$ cat config.mk
export PLATFORM = sky130hd
export DESIGN_NAME = moesi_ctrl
export DESIGN_NICKNAME = d
export VERILOG_FILES = /design/src/rtl/moesi_pkg.sv /design/src/rtl/moesi_cpu_next.sv /design/src/rtl/moesi_snoop_next.sv /design/src/rtl/moesi_line_array.sv /design/src/rtl/moesi_ctrl.sv
export SDC_FILE = /design/constraint.sdc
export NUM_CORES = 1
export LEC_CHECK = 0
export CORE_MARGIN = 8
export CORE_UTILIZATION = 34
export DETAILED_ROUTE_END_ITERATION = 8
export DONT_BUFFER_PORTS = 1
export HOLD_SLACK_MARGIN = 0.06
export PLACE_DENSITY = 0.47
export RECOVER_POWER = 25
export SLEW_MARGIN = 25
export SYNTH_ARGS = -nofsm -noshare
export SYNTH_HDL_FRONTEND = slang
export SYNTH_SLANG_ARGS = --single-unit
export TNS_END_PERCENT = 1
$ cat constraint.sdc
create_clock -name clk_i -period 7.77 [get_ports clk_i]
set_clock_uncertainty 0.15 [all_clocks]
set_input_delay 1.554 -clock clk_i [delete_from_list [all_inputs] [get_ports clk_i]]
set_output_delay 1.554 -clock clk_i [all_outputs]
set_load 0.005 [all_outputs]
$ cat src/rtl/moesi_pkg.sv
package moesi_pkg;

  typedef enum logic [2:0] {
    ST_I = 3'd0,
    ST_S = 3'd1,
    ST_E = 3'd2,
    ST_O = 3'd3,
    ST_M = 3'd4
  } line_st_e;

  typedef enum logic [2:0] {
    OP_READ  = 3'd0,
    OP_WRITE = 3'd1,
    OP_CLAIM = 3'd2,
    OP_EVICT = 3'd3,
    OP_CLEAN = 3'd4
  } cpu_op_e;

  typedef enum logic [1:0] {
    SN_READ = 2'd0,
    SN_RDX  = 2'd1,
    SN_INV  = 2'd2
  } snp_op_e;

  typedef enum logic [2:0] {
    BC_NONE = 3'd0,
    BC_READ = 3'd1,
    BC_RDX  = 3'd2,
    BC_INV  = 3'd3,
    BC_WB   = 3'd4
  } bus_cmd_e;

endpackage

$ cat src/rtl/moesi_cpu_next.sv
module moesi_cpu_next
  import moesi_pkg::*;
(
  input  line_st_e cur_i,
  input  cpu_op_e  op_i,
  input  logic     shared_i,
  input  logic     owned_i,
  output line_st_e nxt_o,
  output bus_cmd_e cmd_o
);

  always_comb begin
    nxt_o = cur_i;
    cmd_o = BC_NONE;
    case (op_i)
      OP_READ: begin
        if (cur_i == ST_I) begin
          cmd_o = BC_READ;
          nxt_o = shared_i ? ST_S : ST_E;
        end
      end
      OP_WRITE: begin
        nxt_o = ST_M;
        case (cur_i)
          ST_I:       cmd_o = BC_RDX;
          ST_S, ST_O: cmd_o = BC_INV;
          default:    cmd_o = BC_NONE;
        endcase
      end
      OP_CLAIM: begin
        case (cur_i)
          ST_I: begin
            cmd_o = BC_RDX;
            nxt_o = owned_i ? ST_M : ST_E;
          end
          ST_S: begin
            // a dirty previous owner hands its writeback duty to us
            cmd_o = BC_INV;
            nxt_o = owned_i ? ST_M : ST_E;
          end
          ST_O: begin
            cmd_o = BC_INV;
            nxt_o = ST_M;
          end
          default: ;
        endcase
      end
      OP_EVICT: begin
        nxt_o = ST_I;
        if (cur_i == ST_M || cur_i == ST_O) cmd_o = BC_WB;
      end
      OP_CLEAN: begin
        if (cur_i == ST_M) begin
          cmd_o = BC_WB;
          nxt_o = ST_E;
        end else if (cur_i == ST_O) begin
          cmd_o = BC_WB;
          nxt_o = ST_S;
        end
      end
      default: ;
    endcase
  end

endmodule

$ cat src/rtl/moesi_snoop_next.sv
module moesi_snoop_next
  import moesi_pkg::*;
(
  input  line_st_e cur_i,
  input  snp_op_e  op_i,
  output line_st_e nxt_o,
  output logic     supply_o
);

  logic dirty;
  assign dirty = (cur_i == ST_M) || (cur_i == ST_O);

  always_comb begin
    nxt_o    = cur_i;
    supply_o = 1'b0;
    case (op_i)
      SN_READ: begin
        supply_o = dirty;
        if (cur_i == ST_M)      nxt_o = ST_O;
        else if (cur_i == ST_E) nxt_o = ST_S;
      end
      SN_RDX, SN_INV: begin
        supply_o = dirty;
        nxt_o    = ST_I;
      end
      default: ;
    endcase
  end

endmodule

$ cat src/rtl/moesi_line_array.sv
module moesi_line_array
  import moesi_pkg::*;
#(
  parameter int NUM_LINES = 8,
  parameter int IDX_W     = 3
) (
  input  logic                     clk_i,
  input  logic                     rst_ni,
  input  logic                     cpu_we_i,
  input  logic [IDX_W-1:0]         cpu_idx_i,
  input  line_st_e                 cpu_nxt_i,
  input  logic                     snp_we_i,
  input  logic [IDX_W-1:0]         snp_idx_i,
  input  line_st_e                 snp_nxt_i,
  output line_st_e [NUM_LINES-1:0] st_o
);

  for (genvar g = 0; g < NUM_LINES; g++) begin : g_line
    localparam logic [IDX_W-1:0] MY_IDX = IDX_W'(g);
    line_st_e st_r;

    always_ff @(posedge clk_i or negedge rst_ni) begin
      if (!rst_ni) begin
        st_r <= ST_I;
      end else if (snp_we_i && snp_idx_i == MY_IDX) begin
        st_r <= snp_nxt_i;
      end else if (cpu_we_i && cpu_idx_i == MY_IDX) begin
        st_r <= cpu_nxt_i;
      end
    end

    assign st_o[g] = st_r;
  end

endmodule

$ cat src/rtl/moesi_ctrl.sv
module moesi_ctrl
  import moesi_pkg::*;
#(
  parameter int NUM_LINES = 8,
  parameter int IDX_W     = (NUM_LINES > 1) ? $clog2(NUM_LINES) : 1
) (
  input  logic             clk_i,
  input  logic             rst_ni,
  input  logic             cpu_req_i,
  input  logic [2:0]       cpu_op_i,
  input  logic [IDX_W-1:0] cpu_idx_i,
  input  logic             bus_shared_i,
  input  logic             bus_owned_i,
  input  logic             snp_valid_i,
  input  logic [1:0]       snp_op_i,
  input  logic [IDX_W-1:0] snp_idx_i,
  output logic             cpu_ready_o,
  output logic [2:0]       cpu_state_o,
  output logic [2:0]       bus_cmd_o,
  output logic             snp_supply_o
);

  line_st_e [NUM_LINES-1:0] st_q;
  line_st_e cpu_cur, cpu_nxt, snp_cur, snp_nxt;
  bus_cmd_e cpu_cmd;
  logic     snp_sup, conflict, cpu_go;

  assign cpu_cur  = st_q[cpu_idx_i];
  assign snp_cur  = st_q[snp_idx_i];
  assign conflict = cpu_req_i && snp_valid_i && (cpu_idx_i == snp_idx_i);
  assign cpu_go   = cpu_req_i && !conflict;

  moesi_cpu_next u_cpu_next (
    .cur_i    (cpu_cur),
    .op_i     (cpu_op_e'(cpu_op_i)),
    .shared_i (bus_shared_i),
    .owned_i  (bus_owned_i),
    .nxt_o    (cpu_nxt),
    .cmd_o    (cpu_cmd)
  );

  moesi_snoop_next u_snp_next (
    .cur_i    (snp_cur),
    .op_i     (snp_op_e'(snp_op_i)),
    .nxt_o    (snp_nxt),
    .supply_o (snp_sup)
  );

  moesi_line_array #(
    .NUM_LINES (NUM_LINES),
    .IDX_W     (IDX_W)
  ) u_lines (
    .clk_i     (clk_i),
    .rst_ni    (rst_ni),
    .cpu_we_i  (cpu_go),
    .cpu_idx_i (cpu_idx_i),
    .cpu_nxt_i (cpu_nxt),
    .snp_we_i  (snp_valid_i),
    .snp_idx_i (snp_idx_i),
    .snp_nxt_i (snp_nxt),
    .st_o      (st_q)
  );

  assign cpu_ready_o  = !conflict;
  assign cpu_state_o  = cpu_cur;
  assign bus_cmd_o    = cpu_go ? cpu_cmd : BC_NONE;
  assign snp_supply_o = snp_valid_i && snp_sup;

endmodule

==> impl_metrics.toml <==
[sta]
fin_crit_sh = 0.610
rsz0062_at_grt = "false"
worstMarginPinSlew_ns = 0.526
finalHoldViolCount = 0
maxSlewHeadroom = 0.647
fmax_mhz = 211
setup_tns_ns = 0
slew_viol_final = 0
finalSetupViolations = 0
hold_slack_ns = 0.394
fin_crit_ns = 4.74

[final_layout]
finalNonFillerCells = 308
n_fill_cell = 645
final_cell_mix = "45 x nor2_1, 26 x nand2_1, 24 x dfrtp_1, 16 x a221o_1, 12 x nand3_1"
drive_above_1_share = 0.117
diodes = 0
area_growth_pct = 2.57
fin_nets = 250
reg.largest.list = "u_lines.g_line.st_r: 24 flops"
largest_reg_flops = 24
final_common_cell = "nor2_1"
largest_register = "u_lines.g_line.st_r"

[run_status]
status = "finished clean"

[synth]
syn_inst = 242
synth_area_sq_um = 2140
ys.flop_type = "dfrtp_1"
synth_seq_cells = 24
yosysWarnings = 0
synth_edf_count = 0
syn_avg_cell_area_sq_um = 8.85
ys_types = 52
yosysSeqAreaShare = 0.280
syn_nets = 259
async_flop_share = 1.00

[routing]
dr.pass1.iters = 4
drt_iter0_markers = 208
postRouteAntennaNets = 0
drt_wl_total_um = 6870
routed_via_density = 6.56
drcViolationCount = 0
wire_per_inst_um = 22.3
vias = 2022

[floorplanning]
start_util = 0.345
dieArea_sq_um = 9100
die_y_um = 95.4
rows = 29
coreArea_sq_um = 6200
die-width_um = 95.4
ios = 25

[global_route]
grtUsageMet1 = 0.229
grt_max_degree = 25
met2_usage = 0.245
grt-ovfl-total = 0
grt_pass1_wl_um = 11500
grt_pass1_vias = 2086
antenna_found_initial = 0
grt_util_met3 = 0.0299
grt_usage = 0.162
grt.busiest_layer = "met2"

[pwr]
pwr-share-seq = 0.424
sw_frac_of_total = 0.388
p_switching_uw = 175
internal_power_uw = 277
ir_drop_uv = 71.3
power.share.clock = 0.171
cellPowerDensity_nw_per_um2 = 206
p_comb_frac = 0.406
power_leakage_nw = 0.830

[flow_run]
maxCapViolations = 0

[worst_setup_path]
arrival_ns = 3.04
path_cells = "mux4_2, nand2_1, nand2_1, inv_1, nor4_1, a21oi_1, a211oi_1"
crit_fanout = 16
crit_path_max_incr_delay_ns = 0.40
endpoint_kind = "output pin"
timing_worst_setup_path_type = "in -> out"
cp_slowest_cell = "nand2_1"
cp.required_ns = 6.07
cpMostUsedCell = "nand2_1"
startpoint_type = "primary input"

[clocking]
tritoncts = "built"
cts_made_buffers = 3
clkTransAtPathRegs_ns = 0.09
cts_hold_repair.buffers = 0
post_cts_resize_count = 0
cts-root-buf = "clkbuf_8"
insertion_delay_ns = 0.27
htreeDepth = 1
clk_path_buf_depth = 2
post_cts_buffers = 0
clock-sinks = 24

[placed_design]
place_hpwl_um = 5140
gp_congestion = 0.869
portBuffers = 0
dp_cells = 305

[worst_hold_path]
hold_class = "reg -> reg"
## per-stage QoR
step,utilization,instance area (sq um),power (mW),worst slack (ns)
5_1_grt,0.354,2200,0.482,2.91
3_5_place_dp,0.347,2160,0.375,3.03
4_1_cts,0.354,2200,0.451,3.02
2_1_floorplan,-,2140,0.335,3.08
3_3_place_gp,0.347,2160,0.378,3.08
6_report,0.354,2200,0.452,3.03
## synth_stat cells (3+ instances only)
master | count | share of area
a221o_1 | 16 | 0.075
a22oi_1 | 6 | 0.021
buf_2 | 3 | 0.0070
buf_6 | 3 | 0.016
clkbuf_1 | 7 | 0.012
dfrtp_1 | 24 | 0.28
inv_1 | 4 | 0.0070
mux2i_1 | 10 | 0.047
mux4_2 | 8 | 0.084
nand2_1 | 26 | 0.046
nand2b_1 | 5 | 0.015
nand3_1 | 12 | 0.028
nor2_1 | 45 | 0.079
nor2b_1 | 6 | 0.018
nor3_1 | 11 | 0.026
o21ai_0 | 3 | 0.0070
o221ai_1 | 8 | 0.033
xor2_1 | 3 | 0.012
## metal layers
metal / vias up / wire length, um
met4: 0 / 112
met5: - / 0
met1: 970 / 2830
met2: 137 / 3040
met3: 10 / 886
li1: 905 / -
## cells by family (layout without fill, tap and decap cells)
logic type | after synthesis | count (layout) | share of synthesized area
xor+xnor | 4 | 4 | 0.0164
simple gates | 121 | 121 | 0.262
compound gates | 52 | 52 | 0.239
mux | 22 | 22 | 0.155
buf+inv | 19 | 8 | 0.0473
flops | 24 | 24 | 0.280
## worst max-delay path, delay by kind of cell
kind	cells	cell delay (ns)
AND/OR/NAND/NOR	3	0.69
AO/OA/AOI/OAI	2	0.34
multiplexers	1	0.32
buffers and inverters	1	0.12
## power groups by stage
stage / sequential, mW / combinational, mW / clock [mW]
floorplan: 0.176 / 0.159 / 0
global placement: 0.195 / 0.183 / 0
detailed placement: 0.193 / 0.182 / 0
CTS: 0.190 / 0.184 / 0.0778
global route: 0.195 / 0.202 / 0.0847
finish: 0.192 / 0.183 / 0.0772
## area by class of cell
cell class	instances	area (sq um)	share of cell area
multi-input cells	199	1440	0.655
inverters	5	18.8	0.00854
well taps	77	96.3	0.0438
clock buffers	3	41.3	0.0188
flip-flops and latches	24	601	0.273
## worst paths after layout
kind	startpoint	to	slack [ns]	cells past startpoint
hold reg to reg	u_lines.g_line[2].st_r[0]$_DFFE_PN0P_	u_lines.g_line[2].st_r[0]$_DFFE_PN0P_	0.39	1
setup / recovery	cpu_idx_i[1]	bus_cmd_o[2]	3.03	7
min in group asynchronous	rst_ni	u_lines.g_line[2].st_r[1]$_DFFE_PN0P_	0.82	0
max in group asynchronous	rst_ni	u_lines.g_line[0].st_r[0]$_DFFE_PN0P_	6.57	0
hold / removal	u_lines.g_line[2].st_r[0]$_DFFE_PN0P_	u_lines.g_line[2].st_r[0]$_DFFE_PN0P_	0.39	1
setup reg to reg	u_lines.g_line[7].st_r[1]$_DFFE_PN0P_	u_lines.g_line[0].st_r[1]$_DFFE_PN0P_	5.09	7
Note: power is estimated with default switching activity, not from simulation.
